## config.mk

```make
export PLATFORM = sky130hd
export DESIGN_NAME = scl_divgen
export DESIGN_NICKNAME = d
export VERILOG_FILES = /design/src/rtl/scl_divgen_pkg.sv /design/src/rtl/scl_div_shadow.sv /design/src/rtl/scl_phase_engine.sv /design/src/rtl/scl_divgen.sv
export SDC_FILE = /design/constraint.sdc
export NUM_CORES = 1
export LEC_CHECK = 0
export BUFFER_PORTS_ARGS = -buffer_cell sky130_fd_sc_hd__buf_2
export CORE_UTILIZATION = 43
export DETAILED_ROUTE_END_ITERATION = 12
export HOLD_SLACK_MARGIN = 0.02
export PLACE_DENSITY = 0.72
export RECOVER_POWER = 50
export SLEW_MARGIN = 5
export SYNTH_ARGS = -nofsm -noshare
export SYNTH_HDL_FRONTEND = slang
export SYNTH_SLANG_ARGS = --single-unit
```

## constraint.sdc

```tcl
create_clock -name clk -period 5.5 [get_ports clk]
set_input_delay 0.825 -clock clk [delete_from_list [all_inputs] [get_ports clk]]
set_output_delay 0.825 -clock clk [all_outputs]
set_load 0.01 [all_outputs]
```

## src/rtl/scl_divgen_pkg.sv

```systemverilog
package scl_divgen_pkg;

    typedef enum logic [1:0] {
        PH_IDLE = 2'd0,
        PH_LOW  = 2'd1,
        PH_HIGH = 2'd2
    } phase_e;

    typedef struct packed {
        logic rise;
        logic fall;
        logic mid_hi;
        logic mid_lo;
    } tick_t;

endpackage

```

## src/rtl/scl_div_shadow.sv

```systemverilog
module scl_div_shadow #(
    parameter int DIV_W = 16
) (
    input  logic               clk,
    input  logic               rst_n,
    input  logic               wr_i,
    input  logic [2*DIV_W-1:0] wdata_i,
    input  logic               load_i,
    output logic [DIV_W-1:0]   act_lo_o,
    output logic [DIV_W-1:0]   act_hi_o
);
    localparam int WORD_W = 2 * DIV_W;

    typedef struct packed {
        logic [WORD_W-1:0] staged;
        logic [WORD_W-1:0] active;
    } shadow_t;

    shadow_t sh_d, sh_q;

    always_comb begin
        sh_d = sh_q;
        if (wr_i) begin
            sh_d.staged = wdata_i;
        end
        if (load_i) begin
            // a write landing on the boundary edge is forwarded
            sh_d.active = wr_i ? wdata_i : sh_q.staged;
        end
    end

    always_ff @(posedge clk or negedge rst_n) begin
        if (!rst_n) begin
            sh_q <= '0;
        end else begin
            sh_q <= sh_d;
        end
    end

    assign act_lo_o = sh_q.active[DIV_W-1:0];
    assign act_hi_o = sh_q.active[WORD_W-1:DIV_W];

    // active divisor only moves on a period boundary
    a_r8_hold_mid_period: assert property (@(posedge clk) disable iff (!rst_n)
        !load_i |=> $stable(sh_q.active));

endmodule

```

## src/rtl/scl_phase_engine.sv

```systemverilog
module scl_phase_engine
    import scl_divgen_pkg::*;
#(
    parameter int DIV_W = 16
) (
    input  logic             clk,
    input  logic             rst_n,
    input  logic             run_i,
    input  logic [DIV_W-1:0] lo_i,
    input  logic [DIV_W-1:0] hi_i,
    output logic             load_o,
    output logic             scl_o,
    output logic             busy_o,
    output tick_t            tick_o
);
    localparam int CNT_W = DIV_W + 4;

    typedef struct packed {
        phase_e           ph;
        logic [CNT_W-1:0] cnt;
        logic             scl;
        tick_t            tk;
    } eng_t;

    eng_t s_d, s_q;

    logic [CNT_W-1:0] len_lo, len_hi, mid_lo, mid_hi, cnt_inc;

    always_comb begin
        len_lo  = (CNT_W'(lo_i) + CNT_W'(1)) << 3;
        len_hi  = (CNT_W'(hi_i) + CNT_W'(1)) << 3;
        mid_lo  = (CNT_W'(lo_i) + CNT_W'(1)) << 2;
        mid_hi  = (CNT_W'(hi_i) + CNT_W'(1)) << 2;
        cnt_inc = s_q.cnt + CNT_W'(1);

        s_d    = s_q;
        s_d.tk = '0;
        load_o = 1'b0;

        if (!run_i) begin
            s_d.ph  = PH_IDLE;
            s_d.cnt = '0;
            s_d.scl = 1'b1;
        end else begin
            case (s_q.ph)
                PH_IDLE: begin
                    s_d.ph      = PH_LOW;
                    s_d.cnt     = '0;
                    s_d.scl     = 1'b0;
                    s_d.tk.fall = 1'b1;
                    load_o      = 1'b1;
                end
                PH_LOW: begin
                    if (s_q.cnt == len_lo - CNT_W'(1)) begin
                        s_d.ph      = PH_HIGH;
                        s_d.cnt     = '0;
                        s_d.scl     = 1'b1;
                        s_d.tk.rise = 1'b1;
                    end else begin
                        s_d.cnt       = cnt_inc;
                        s_d.tk.mid_lo = (cnt_inc == mid_lo);
                    end
                end
                PH_HIGH: begin
                    if (s_q.cnt == len_hi - CNT_W'(1)) begin
                        s_d.ph      = PH_LOW;
                        s_d.cnt     = '0;
                        s_d.scl     = 1'b0;
                        s_d.tk.fall = 1'b1;
                        load_o      = 1'b1;
                    end else begin
                        s_d.cnt       = cnt_inc;
                        s_d.tk.mid_hi = (cnt_inc == mid_hi);
                    end
                end
                default: begin
                    s_d.ph  = PH_IDLE;
                    s_d.cnt = '0;
                    s_d.scl = 1'b1;
                end
            endcase
        end
    end

    always_ff @(posedge clk or negedge rst_n) begin
        if (!rst_n) begin
            s_q.ph  <= PH_IDLE;
            s_q.cnt <= '0;
            s_q.scl <= 1'b1;
            s_q.tk  <= '0;
        end else begin
            s_q <= s_d;
        end
    end

    assign scl_o  = s_q.scl;
    assign busy_o = (s_q.ph != PH_IDLE);
    assign tick_o = s_q.tk;

    // the four ticks never coincide
    a_r10_one_tick: assert property (@(posedge clk) disable iff (!rst_n)
        $onehot0(s_q.tk));

    // fall tick marks a high-to-low SCL change
    a_r5_fall_edge: assert property (@(posedge clk) disable iff (!rst_n)
        s_q.tk.fall |-> (!s_q.scl && $past(s_q.scl)));

    // rise tick marks a low-to-high SCL change
    a_r5_rise_edge: assert property (@(posedge clk) disable iff (!rst_n)
        s_q.tk.rise |-> (s_q.scl && !$past(s_q.scl)));

    // dropping run parks the clock high and quiet
    a_r7_idle_on_stop: assert property (@(posedge clk) disable iff (!rst_n)
        !run_i |=> (!busy_o && s_q.scl && (s_q.tk == '0)));

    // low-phase counter stays inside its programmed length
    a_r2_low_bound: assert property (@(posedge clk) disable iff (!rst_n)
        (s_q.ph == PH_LOW) |-> (s_q.cnt < len_lo));

    // high-phase counter stays inside its programmed length
    a_r3_high_bound: assert property (@(posedge clk) disable iff (!rst_n)
        (s_q.ph == PH_HIGH) |-> (s_q.cnt < len_hi));

endmodule

```

## src/rtl/scl_divgen.sv

```systemverilog
module scl_divgen
    import scl_divgen_pkg::*;
#(
    parameter int DIV_W = 16
) (
    input  logic               clk,
    input  logic               rst_n,
    input  logic               run,
    input  logic               div_wr,
    input  logic [2*DIV_W-1:0] div_wdata,
    output logic               scl_o,
    output logic               busy_o,
    output logic               tick_rise_o,
    output logic               tick_fall_o,
    output logic               tick_mid_hi_o,
    output logic               tick_mid_lo_o
);
    logic             load;
    logic [DIV_W-1:0] act_lo, act_hi;
    tick_t            ticks;

    scl_div_shadow #(.DIV_W(DIV_W)) u_shadow (
        .clk      (clk),
        .rst_n    (rst_n),
        .wr_i     (div_wr),
        .wdata_i  (div_wdata),
        .load_i   (load),
        .act_lo_o (act_lo),
        .act_hi_o (act_hi)
    );

    scl_phase_engine #(.DIV_W(DIV_W)) u_engine (
        .clk    (clk),
        .rst_n  (rst_n),
        .run_i  (run),
        .lo_i   (act_lo),
        .hi_i   (act_hi),
        .load_o (load),
        .scl_o  (scl_o),
        .busy_o (busy_o),
        .tick_o (ticks)
    );

    assign tick_rise_o   = ticks.rise;
    assign tick_fall_o   = ticks.fall;
    assign tick_mid_hi_o = ticks.mid_hi;
    assign tick_mid_lo_o = ticks.mid_lo;

endmodule

```

==> impl_summary.md <==
Run status
The flow ran to the end, but the final reports show violations. The final reports fail on capacitance limit, slew limit.

Finish
Of the cells placed in the final design, the portion with a size suffix greater than 1 is 17.1%. The number of fillers in the final layout is 1423. At the end of the flow the core is filled with cells to 47.6%.

The signed area change from the synthesized netlist to the final layout is 8.10%. After the flow finishes, the layout carries non-filler instances totaling 880. The repair_antennas step left the layout with diodes totalling 0. The number of nets in the layout is 727.

Route
The detail route stage leaves a number of antenna-violating nets equal to 0. In the routed layout, each cell is associated on average with a via count of 5.95. The detailed router's first-iteration violation count is 398. The average routed wire per standard cell is 16.9 um.

For this run, design rule violations remaining after detail routing come to 0. Wires add up to 14900 um. The routed layout has 5233 vias.

The first detailed-routing pass took 5 iterations.

Critical path
The logic depth of the worst register-to-register path is 11. The critical path is of the register to register type. The critical path starts at u_shadow.act_hi_o[0]. The end point of the critical path is u_shadow.act_lo_o[7].

The data required time of the critical path is 5.73 ns. For flop-to-flop paths, the worst setup slack is 1.39 ns. The kind of end point of the critical path is a register. The startpoint identified for the worst register-to-register timing path is u_shadow.act_hi_o[0].

The data arrival time of the worst path is 4.34 ns. The startpoint class of the critical path is a register. The highest fanout seen on the critical path is 35.

The capturing point of the worst reg2reg path is u_shadow.act_lo_o[7].

CTS
CTS saw 91 sinks. Hold repair after CTS inserted 0 buffers. Post-CTS timing repair inserted 0 buffers for setup.

The master cell of the clock root buffer is sky130_fd_sc_hd__clkbuf_16. The number of clock buffers added by TritonCTS is 9. The longest clock path from root to sink contains 2 buffers. The TritonCTS clock tree is built. The number of gates resized after CTS is 0. The total number of H-tree levels is 3. The source-to-sink clock delay at the later pin of the worst-skew pair is 0.35 ns. Clock-pin slew was measured on the worst setup and hold paths at 0.07 ns.

Logic synthesis
After synthesis, the cell types taking the most area are sky130_fd_sc_hd__dfrtp_1 34%, sky130_fd_sc_hd__xnor2_1 10%, sky130_fd_sc_hd__mux2_2 6.4%. For this run, the number of Yosys warnings is 0. The fraction of post-synthesis cell area in the top cell type by area is 33.7%. The synthesized net count is 718. The netlist uses 74 different library cells. The number of synthesized flops with an enable pin is 0. Counting flops and latches in the post-synthesis netlist gives 91. Summing every instance area after synthesis gives 6690 sq um. Of all cell types, the one taking the most synthesized area is sky130_fd_sc_hd__dfrtp_1. The async set-reset flop share out of synthesis is 100%. The cell count after synthesis is 678.

Of the synthesized area, sequential elements account for 34.1%. The most common flop cell mapped by yosys is sky130_fd_sc_hd__dfrtp_1. After synthesis, the mean cell area works out to 9.87 sq um.

Pwr
The cell area power density is 309 nW/um^2. The standby leakage power is 2.85 nW. The highest ir drop seen on vdd is 0.152 mV.

Worst hold path
The path class of the tightest hold or removal check is register to register.

Die
After floorplanning, the core was sized to cover 15200 sq um. The area of the die is 16100 sq um. The initial cell density of the core is 44.0%. The die outline height is 127 um. The number of primary I/O pins is 42.

The width of the chip is 127 um. The floorplan row count is 45.

Global route
The via count of the first global-routing pass came to 5047. The maximum number of pins on one net before global-route repair is 47. Summed over all layers, the global routing overflow is 0. The number of antenna violations at the first check in global routing is 0. Global routing used 19.6% of the available tracks. The global-route wire length before repair is 25400 um.

Place
The weighted congestion at the end of routability-driven global placement is 0.940. During placement, the flow inserted port buffers numbering 41. Counting tap cells, the placed design contains a total of 864 instances.

The final HPWL from detailed placement is 11000 um.

STA
The final number of max-transition violations is 80. The hold slack is 0.484 ns. In this run the tightest slew margin relative to its limit is -62.7%.

The final critical path takes up 74.8% of the cycle. For the pin with the worst max-slew slack, the measured transition is 2.44 ns. The setup violation total in the final timing report is 0. For this run, the top clock speed supported by timing is 243 MHz. The worst path needs 4.11 ns of the cycle, external delays included. The aggregate negative setup slack is 0 ns. The hold violation count in the final report is 0.

The final setup skew is 0.00595 ns. Setup repair after global routing left no endpoint under its margin.

Job
The number of max-cap violations is 2.
[cell type report]
type	instances	area [sq um]	area share (%)
clock buffer	9	225	3.11
clock inverter	7	95.1	1.31
inverter	8	30.0	0.415
multi-input combinational	532	4140	57.3
sequential	91	2280	31.5
tap	188	235	3.25
timing repair buffer	45	228	3.15
[cell families after synthesis]
kind of cell	Yosys count	share of synthesized area (%)
multiplexers	72	13.5
buffers and inverters	55	4.06
AND/OR/NAND/NOR	224	19.1
adder cells (fa/ha/maj)	4	0.748
AO/OA/AOI/OAI	113	12.3
flip-flops	91	34.1
XOR/XNOR	119	16.2
[cell usage in the layout (no fill, tap or decap), types with 4 or more instances in the layout]
master and count:
sky130_fd_sc_hd__dfrtp_1 90, sky130_fd_sc_hd__xnor2_1 79, sky130_fd_sc_hd__xor2_1 37, sky130_fd_sc_hd__buf_2 37, sky130_fd_sc_hd__nor2_1 34, sky130_fd_sc_hd__nand2_1 33
sky130_fd_sc_hd__a21oi_1 28, sky130_fd_sc_hd__mux2_1 27, sky130_fd_sc_hd__mux2_4 27, sky130_fd_sc_hd__nand3_1 25, sky130_fd_sc_hd__nand4_1 25, sky130_fd_sc_hd__nor3_1 21
sky130_fd_sc_hd__o21ai_0 17, sky130_fd_sc_hd__and3_1 13, sky130_fd_sc_hd__mux2_2 11, sky130_fd_sc_hd__and4_1 11, sky130_fd_sc_hd__nor4_1 10, sky130_fd_sc_hd__and2_1 9
sky130_fd_sc_hd__clkbuf_16 9, sky130_fd_sc_hd__nand2b_1 8, sky130_fd_sc_hd__inv_1 8, sky130_fd_sc_hd__a31oi_1 8, sky130_fd_sc_hd__a211oi_1 8, sky130_fd_sc_hd__mux2i_1 7
sky130_fd_sc_hd__or2_2 6, sky130_fd_sc_hd__nand3b_1 5, sky130_fd_sc_hd__nor2b_1 5, sky130_fd_sc_hd__o22ai_1 4, sky130_fd_sc_hd__o211ai_1 4, sky130_fd_sc_hd__o2111ai_1 4
sky130_fd_sc_hd__ha_1 4, sky130_fd_sc_hd__clkbuf_1 4
[critical path: stages, from the launching register on]
cell and delay [ns]:
sky130_fd_sc_hd__dfrtp_1 0.57, sky130_fd_sc_hd__ha_1 0.36, sky130_fd_sc_hd__nand3_1 0.33, sky130_fd_sc_hd__nor3_1 0.31
sky130_fd_sc_hd__xor2_1 0.21, sky130_fd_sc_hd__nor4b_2 0.45, sky130_fd_sc_hd__a2111o_1 0.23, sky130_fd_sc_hd__o2111ai_1 0.13
sky130_fd_sc_hd__o21ai_0 0.32, sky130_fd_sc_hd__a2bb2oi_4 0.15, sky130_fd_sc_hd__buf_4 0.52, sky130_fd_sc_hd__mux2_2 0.40
[per-layer routing]
layer  up-vias  global-route usage, %  share of wire (%)
li1       2493                      -                  -
met2       147                   31.3                 46
met1      2566                   27.4                 46
met4         0                   6.58                2.2
met3        27                   2.70                5.6
met5         -                      0                  0
[flip-flops by register name, summed over array words and instances, names as in the netlist]
name               flops
u_engine.s_q          22
u_shadow.act_lo_o     16
u_shadow.act_hi_o     16
u_engine.scl_o         1
u_engine.tick_o        4
u_shadow.sh_q         32
[cell usage after synthesis, types with 13 or more instances]
library cell,instances
sky130_fd_sc_hd__nand4_1,25
sky130_fd_sc_hd__xor2_1,37
sky130_fd_sc_hd__nand3_1,25
sky130_fd_sc_hd__a21oi_1,28
sky130_fd_sc_hd__xnor2_1,79
sky130_fd_sc_hd__mux2_2,38
sky130_fd_sc_hd__mux2_4,27
sky130_fd_sc_hd__buf_2,18
sky130_fd_sc_hd__nor3_1,21
sky130_fd_sc_hd__dfrtp_1,90
sky130_fd_sc_hd__o21ai_0,17
sky130_fd_sc_hd__nand2_1,33
sky130_fd_sc_hd__and3_1,13
sky130_fd_sc_hd__nor2_1,34
sky130_fd_sc_hd__clkbuf_1,17
[metrics by stage]
| step | instance area, sq um | power, mW | setup WS, ns |
|---|---|---|---|
| global placement | 6920 | 1.57 | 1.51 |
| CTS | 7240 | 2.25 | 1.40 |
| detailed placement | 6920 | 1.59 | 1.46 |
| global route | 7230 | 2.37 | 1.06 |
| finish | 7230 | 2.24 | 1.39 |
| floorplan | 6690 | 1.46 | 2.16 |
[how the worst min path moves through the flow]
stage / from / end / slack, ns / cells past startpoint
finish: u_shadow.sh_q[39] / u_shadow.sh_q[39] / 0.48 / 1
detailed placement: u_engine.s_q[5] / u_engine.s_q[5] / 0.48 / 1
global placement: u_engine.s_q[5] / u_engine.s_q[5] / 0.47 / 1
CTS: u_engine.s_q[5] / u_engine.s_q[5] / 0.49 / 1
floorplan: u_engine.s_q[5] / u_engine.s_q[5] / 0.45 / 1
global route: u_shadow.sh_q[60] / u_shadow.sh_q[60] / 0.51 / 1
[power breakdown]
group | total (mW) | switching [mW] | internal [mW] | leakage (nW)
registers | 0.904 | 0.157 | 0.747 | 1.12
clock network | 0.658 | 0.292 | 0.366 | 0.157
logic | 0.674 | 0.340 | 0.334 | 1.57
No activity file was read; power rests on OpenSTA's default activity.
